===== src/rtl/mmu_chk_pkg.sv =====
package mmu_chk_pkg;
  localparam int VA_W  = 32;
  localparam int PG_SH = 10;
  localparam int PPN_W = VA_W - PG_SH;
  localparam int EXC_W = 12;
  localparam int SZ_N  = 4;

  localparam logic [EXC_W-1:0] EXC_NONE    = 12'h000;
  localparam logic [EXC_W-1:0] EXC_RD_MISS = 12'h040;
  localparam logic [EXC_W-1:0] EXC_WR_MISS = 12'h060;
  localparam logic [EXC_W-1:0] EXC_INIT_WR = 12'h080;
  localparam logic [EXC_W-1:0] EXC_RD_PROT = 12'h0A0;
  localparam logic [EXC_W-1:0] EXC_WR_PROT = 12'h0C0;
  localparam logic [EXC_W-1:0] EXC_MULTI   = 12'h140;

  localparam logic [VA_W-1:0] FIX_LO_BASE = 32'h8000_0000;
  localparam logic [VA_W-1:0] FIX_LO_END  = 32'hC000_0000;
  localparam logic [VA_W-1:0] FIX_HI_BASE = 32'hE000_0000;
  localparam logic [VA_W-1:0] WIN_LAST    = 32'hE400_0000;

  typedef enum logic [1:0] {SZ_1K = 2'd0, SZ_4K = 2'd1, SZ_64K = 2'd2, SZ_1M = 2'd3} pg_size_e;

  function automatic int size_shift(input int code);
    case (code)
      0: return 10;
      1: return 12;
      2: return 16;
      default: return 20;
    endcase
  endfunction
endpackage


===== src/rtl/mmu_pa_build.sv =====
module mmu_pa_build
  import mmu_chk_pkg::*;
(
  input  logic [VA_W-1:0]  vaddr_i,
  input  logic [PPN_W-1:0] ppn_i,
  input  logic [1:0]       size_i,
  output logic [VA_W-1:0]  paddr_o
);
  logic [VA_W-1:0] mask_tbl [SZ_N];
  logic [VA_W-1:0] mask;

  for (genvar g = 0; g < SZ_N; g++) begin : g_mask
    localparam int SH = size_shift(g);
    assign mask_tbl[g] = (VA_W'(1) << SH) - VA_W'(1);
  end

  assign mask    = mask_tbl[size_i];
  assign paddr_o = ({ppn_i, {PG_SH{1'b0}}} & ~mask) | (vaddr_i & mask);
endmodule


===== config.mk =====
export PLATFORM = sky130hd
export DESIGN_NAME = mmu_pa_build
export DESIGN_NICKNAME = d
export VERILOG_FILES = /design/src/rtl/mmu_chk_pkg.sv /design/src/rtl/mmu_pa_build.sv
export SDC_FILE = /design/constraint.sdc
export NUM_CORES = 1
export LEC_CHECK = 0
export BUFFER_PORTS_ARGS = -buffer_cell sky130_fd_sc_hd__clkbuf_2
export CORE_MARGIN = 2
export CORE_UTILIZATION = 20
export DETAILED_ROUTE_END_ITERATION = 10
export PLACE_DENSITY = 0.85
export SLEW_MARGIN = 20
export SYNTH_ARGS = -nofsm -noshare
export SYNTH_HDL_FRONTEND = slang
export SYNTH_SLANG_ARGS = --single-unit

===== constraint.sdc =====
create_clock -name vclk -period 1
set_clock_uncertainty 0.05 [all_clocks]
set_input_delay 0.2 -clock vclk [all_inputs]
set_output_delay 0.2 -clock vclk [all_outputs]
set_load 0.01 [all_outputs]

==> metrics.txt, run 1 <==
top-count cell post-synth buf_4; grt met3 use 4.35%; period utilization 112%; Synth area leader buf_4; CP Launch Point size_i[1]; largest net degree at the start of global routing 7; Seq pwr share 0%; Worst Tran Pin Value 0.102 ns; GRT overflow 0; num rows 13; met2 Resource Use GR 16.3%; Post-DP Area roughly 300 sq um; Layout Area Growth over Synthesis 34.8%; endpoints failing hold 0; Sum Neg Setup Slack -0.817 ns; Unique masters post-synth 4; clock share of power 0%; largest cells by area after synthesis buf_4, mux2_2, nand2_2; violations in the final reports negative setup slack; Data arrival, critical path just under 0.9 ns; Die Area ~1800 sq um; max frequency 0.892 GHz; syn_area_per_cell roughly 8.5 sq um; WHS between 0.3 and 0.4 ns; Comb power frac 100.0%; Diodes inserted 0; Fillers 138; clk_buf instances 0; Setup violations, final 10; postcts setup bufs 0; nets 102; crit path max fanout 6; sequential element share of the synthesized area 0%; max_slew headroom 93.2%; post-route ant nets 0; Design Area, Final about 390 sq um; worst slack, placed -0.231 ns; global-route wire length before repair 1120 um; Net Sw Power 0.0655 mW; PnR worst setup slack -0.121 ns; Tot Pwr 0.183 mW; internal power 0.118 mW; Max Slew Vio Count 0; Crit Path Category in -> out; total number of vias approximately 270; Final min period 1.12 ns; Crit path required time 0.75 ns; LEAKAGE 0.227 nW; beginning of the worst hold path ppn_i[10]; top-area cell type share of the netlist area 57.4%; Worst VDD drop 155 uV; fin util 29.4%; post-DR wirelength/cell 12.9 um; number of global-route vias before repair around 270; GP Congestion a little under 0.7; Cell Pwr Density about 470 nW/um^2; Startpoint Class primary input; GRT busiest layer met2; DRT Pass-1 Iters 2; # port buffers 32; Initial Utilization 21.8%; RSZ-0062 raised after global routing true; final sequential cell count 0; Switching Share 35.8%; syn_nets 90; drt drc 0; proportion of layout cells with a drive suffix above 1 100%; GRT Total Usage 7.91%; Post-Route WL 759 um; Die Ht 41.9 um; vias per inst between 4 and 5; initial antenna violation count 0; # hold bufs at CTS 0; register area 0 sq um; core area 1320 sq um; Ports 88; Worst setup EP type output pin; Cells after DPL 59; First DRT Iteration DRCs 3; hold crit path type in -> out; Commonest cells post-synth buf_4, mux2_2, nand2_2, nor2_1; Yosys warnings 0; fin cells 59; Max-Cap Viols 0; Mapped Area around 290 sq um; GR Util met1 6.41%; status complete, but fails checks; die width 41.9 um; Mapped Cells 34
==> cell type report <==
cell class                 instances  area, sq um  share of cell area (%)
timing repair buffer              32          211                    54.5
multi-input combinational         12          158                    40.6
tap                               15         18.8                    4.84
==> worst max-delay path: stages <==
cell and delay (ns):
clkbuf_16 0.14, nor2_4 0.10, mux2_4 0.31, buf_6 0.12
==> timing repair <==
item,CTS,global route
resized for setup,8,16
endpoints found under the setup margin,10,10
pin swaps,1,2
==> per-layer routing <==
| layer | share of wire (%) | wire, um |
|---|---|---|
| met3 | 18 | 137 |
| met4 | 0 | 0 |
| met1 | 31 | 237 |
| met2 | 51 | 384 |
| met5 | 0 | 0 |
==> worst paths after layout <==
check | to | slack (ns) | cells after the start
worst max-delay path | paddr_o[10] | -0.12 | 4
worst min-delay path | paddr_o[20] | 0.35 | 0
==> cells by family after synthesis <==
group         after synthesis  share of synthesized area, %
mux                        10                          39.1
buf+inv                    22                          57.4
simple gates                2                          3.48
==> power groups by stage <==
stage	sequential, mW	clock [mW]	combinational, mW
finish	0	0	0.183
global route	0	0	0.194
CTS	0	0	0.155
detailed placement	0	0	0.137
global placement	0	0	0.132
floorplan	0	0	0.150
==> placed cells by master (no fill, tap or decap) <==
master      n
clkbuf_2   25
mux2_4      6
mux2_2      4
nand2_4     1
nor2_4      1
buf_2       1
clkbuf_16   1
buf_6       5
Note: power is estimated with default switching activity, not from simulation.
==> run 2: changes to the inputs <==
- ABC_AREA: default -> 1
- CORE_ASPECT_RATIO: default -> 0.9
- CORE_UTILIZATION: 20 -> 21
==> metrics.txt, run 2 <==
status finished, final reports clean; Final min period 0.956 ns; Startpoint Class primary input; Buffers & Inverters on Critical Path 2; WHS Path Cells 0; clk_buf instances 0; clock share of power 0%; largest cells by area after synthesis buf_4, nand2_1, o21ai_0; Commonest cells post-synth buf_4, nand2_1, o21ai_0, inv_1, nand3_1; Mapped Area 309 sq um; CP delay by family, top buffers and inverters; GRT Total Usage 6.98%; Switching Share 50.1%; Net Sw Power 0.0741 mW; Comb power frac 100.0%; Max stage delay on crit path roughly 0.16 ns; final sequential cell count 0; Ports 88; Max Slew Vio Count 0; nets ~120; Max-Cap Viols 0; syn_nets 111; number of global-route vias before repair 224; Layout Area Growth over Synthesis 10.5%; Seq pwr share 0%; Die Ht 40.4 um; worst path cell trace buf_4 > o21ai_0 > nand2_1 > clkbuf_2; Synth area leader buf_4; sequential element share of the synthesized area 0%; LEAKAGE between 0.2 and 0.25 nW; post-route ant nets 0; top-area cell type share of the netlist area ~53%; internal power ~0.074 mW; max frequency 1.05 GHz; global-route wire length before repair approximately 950 um; Initial Utilization 21.8%; Yosys warnings 0; area of the multi-input gates 136 sq um; postcts setup bufs 0; Setup violations, final 0; Data arrival, critical path 0.71 ns; Unique masters post-synth 7; Crit Path Category in -> out; core area 1420 sq um; period utilization between 90% and 100%; crit path max fanout 8; Diodes inserted 0; most common cell after layout, fill and taps aside clkbuf_2; die width 44.4 um; # port buffers 32; GRT overflow 0; Crit path required time ~0.75 ns; Worst Tran Pin Value ~0.15 ns; Worst VDD drop 145 uV; Die Area approximately 1800 sq um; hold crit path type in -> out; max_slew headroom 89.7%; Fillers 165; number of stages on the worst setup path 4; CP Capture Point paddr_o[11]; Mapped Cells 55; syn_area_per_cell between 5 and 6 sq um; First DRT Iteration DRCs 2; CP max stage cell o21ai_0; register area 0 sq um; fin util between 20% and 30%; Cell Pwr Density 433 nW/um^2; hpwl dp around 600 um; total number of vias 329; DRT Pass-1 Iters 4; proportion of layout cells with a drive suffix above 1 54.7%; endpoints failing hold 0; vias per inst 4.16; post-DR wirelength/cell 9.04 um; largest net degree at the start of global routing 17; CP Launch Point size_i[0]; num rows 13; most frequent cells in the layout clkbuf_2, nand2_1, nand3_1, inv_1, o21ai_0; RSZ-0062 raised after global routing true; Tot Pwr 0.148 mW; top-count cell post-synth buf_4; Worst setup EP type output pin; initial antenna violation count 0; GP Congestion 0.569; WHS 0.350 ns; drt drc 0; Post-Route WL roughly 710 um
## run 2: cell count changes in the layout (fill, tap and decap cells not counted), sizes merged
cell,previous run,this run
nand2,1,17
o21ai,0,6
clkbuf,26,29
mux2,10,0
inv,0,4
nand3,0,4
buf,6,3
## run 2: power groups by stage
| stage | Clock, mW | Combinational (mW) | Sequential [mW] |
|---|---|---|---|
| after detailed placement | 0 | 0.136 | 0 |
| after CTS | 0 | 0.143 | 0 |
| after global routing | 0 | 0.168 | 0 |
| final | 0 | 0.148 | 0 |
| after floorplan | 0 | 0.149 | 0 |
| after global placement | 0 | 0.132 | 0 |
## run 2: metal layers
layer  global-route usage, %  wire length, um  part of all wire (%)  vias up
li1                        -                -                     -      167
met5                       0                0                     0        -
met2                    11.4              376                    53       21
met4                    5.30               27                   3.8        0
met3                    1.80               97                    14        6
met1                    7.95              213                    30      135
## run 2: worst min path at each step
stage	startpoint	to	slack, ns
global placement	vaddr_i[1]	paddr_o[1]	0.35
finish	ppn_i[10]	paddr_o[20]	0.35
floorplan	vaddr_i[0]	paddr_o[0]	0.44
detailed placement	vaddr_i[1]	paddr_o[1]	0.35
CTS	vaddr_i[1]	paddr_o[1]	0.35
global route	vaddr_i[7]	paddr_o[7]	0.35
## run 2: cell families after synthesis
family / count (synthesis) / synth area share, %
buffers and inverters: 27 / 61.9
and+or+nand+nor: 22 / 28.3
AOI/OAI and AO/OA: 6 / 9.72
## run 2: metrics by stage
step	std cells	setup WS (ns)	area, sq um	setup TNS (ns)
floorplan	55	0.144	309	0
global placement	79	-0.0947	312	-0.552
detailed placement	79	-0.123	312	-0.790
CTS	79	0.00202	325	0
global route	79	-0.00812	342	-0.0138
finish	79	0.0442	342	0
## run 2: what timing repair did
action                     CTS  global route
hold buffers                 0             0
setup endpoints to repair   10             7
gates cloned                 0             0
gates resized for setup      5             9
## run 2: area by class of cell
| class | count | share of cell area (%) |
|---|---|---|
| multi-input combinational | 28 | 39.9 |
| tap | 15 | 5.49 |
| timing repair buffer | 32 | 50.2 |
| inverter | 4 | 4.40 |
==> run 3: changes to the inputs <==
- PLACE_DENSITY: 0.85 -> 0.86
==> metrics.txt, run 3 (synthesis results as in run 2) <==
status finished, final reports clean; Die Area 1790 sq um; number of stages on the worst setup path 5; Cell Pwr Density 431 nW/um^2; GRT overflow 0; Seq pwr share 0%; # port buffers 32; post-route ant nets 0; clock share of power 0%; Worst Tran Pin Value approximately 0.15 ns; Data arrival, critical path 0.69 ns; Ports 88; Tot Pwr between 0.1 and 0.15 mW; GP Congestion 0.624; final sequential cell count 0; total number of vias roughly 330; Max stage delay on crit path approximately 0.15 ns; RSZ-0062 raised after global routing false; Cells after DPL roughly 80; endpoints failing hold 0; Comb power frac 100.0%; Worst setup EP type output pin; Buffers & Inverters on Critical Path 2; CP delay by family, top buffers and inverters; LEAKAGE approximately 0.23 nW; GRT Total Usage slightly below 7%; most common cell after layout, fill and taps aside clkbuf_2; fin cells 79; period utilization 94.2%; crit path max fanout 16; CP max stage cell clkbuf_8; largest net degree at the start of global routing 17; clk_buf instances 0; # hold bufs at CTS 0; die width 44.4 um; WHS Path Cells 0; First DRT Iteration DRCs 0; worst path cell trace clkbuf_8 > nand2_2 > nand2_1 > nand2_1 > clkbuf_2; Final min period around 0.94 ns; Switching Share just under 50%; postcts setup bufs 0; Max-Cap Viols 0; register area 0 sq um; Crit path required time approximately 0.75 ns; Setup violations, final 0; Initial Utilization 21.8%; number of global-route vias before repair 251; drt drc 0; vias per inst a little over 4; post-DR wirelength/cell ~9.4 um; hold crit path type in -> out; max frequency around 1.1 GHz; Sum Neg Setup Slack 0 ns; Post-Route WL about 750 um; num rows 13; initial antenna violation count 0; core area 1420 sq um; Max Slew Vio Count 0; Layout Area Growth over Synthesis 7.69%; max_slew headroom 90.2%; hpwl dp between 600 and 700 um; Diodes inserted 0; Startpoint Class primary input; Net Sw Power 0.0711 mW; Die Ht 40.4 um; proportion of layout cells with a drive suffix above 1 53.1%; most frequent cells in the layout clkbuf_2, nand2_1, nand3_1, inv_1, o21ai_0; Worst VDD drop 116 uV; DRT Pass-1 Iters 1; internal power 0.0723 mW; Crit Path Category in -> out; nets 122; Top cell by count, worst path nand2_1; global-route wire length before repair between 900 and 1000 um
[run 3: changes by cell type in the layout (fill, tap and decap cells not counted), sizes merged]
cell / delta
clkbuf: +1
buf: -1
[run 3: metrics by stage]
| stage | hold slack (ns) | worst slack, ns | area, sq um | utilization (%) |
|---|---|---|---|---|
| 6_report | 0.350 | 0.0576 | 333 | 23.5 |
| 2_1_floorplan | 0.442 | 0.144 | 309 | - |
| 3_5_place_dp | 0.350 | -0.0925 | 312 | 22.0 |
| 5_1_grt | 0.350 | 0.00454 | 333 | 23.5 |
| 3_3_place_gp | 0.350 | -0.0575 | 312 | 22.0 |
| 4_1_cts | 0.350 | 0.0190 | 325 | 23.0 |
[run 3: power groups by stage]
stage	Combinational [mW]	Sequential (mW)	Clock, mW
floorplan	0.149	0	0
global placement	0.131	0	0
detailed placement	0.136	0	0
CTS	0.143	0	0
global route	0.160	0	0
finish	0.143	0	0
[run 3: layout make-up]
class                      instances  area [sq um]
fill                             165          1080
tap                               15          18.8
multi-input combinational         28           128
inverter                           4          15.0
timing repair buffer              32           171
[run 3: worst paths after layout]
check	from	end	slack, ns
setup / recovery	size_i[1]	paddr_o[17]	0.06
hold / removal	ppn_i[12]	paddr_o[22]	0.35
[run 3: timing repair]
| action | 4_1_cts | 5_1_grt |
|---|---|---|
| pin swaps | 1 | 1 |
| gates resized for setup | 5 | 6 |
| endpoints found under the setup margin | 9 | 3 |
[run 3: metal layers]
metal	global-route usage, %	up-vias	wire length [um]
met1	5.13	138	187
met5	0	-	0
li1	-	166	-
met4	6.82	0	27
met2	15.1	16	458
met3	0.901	8	72
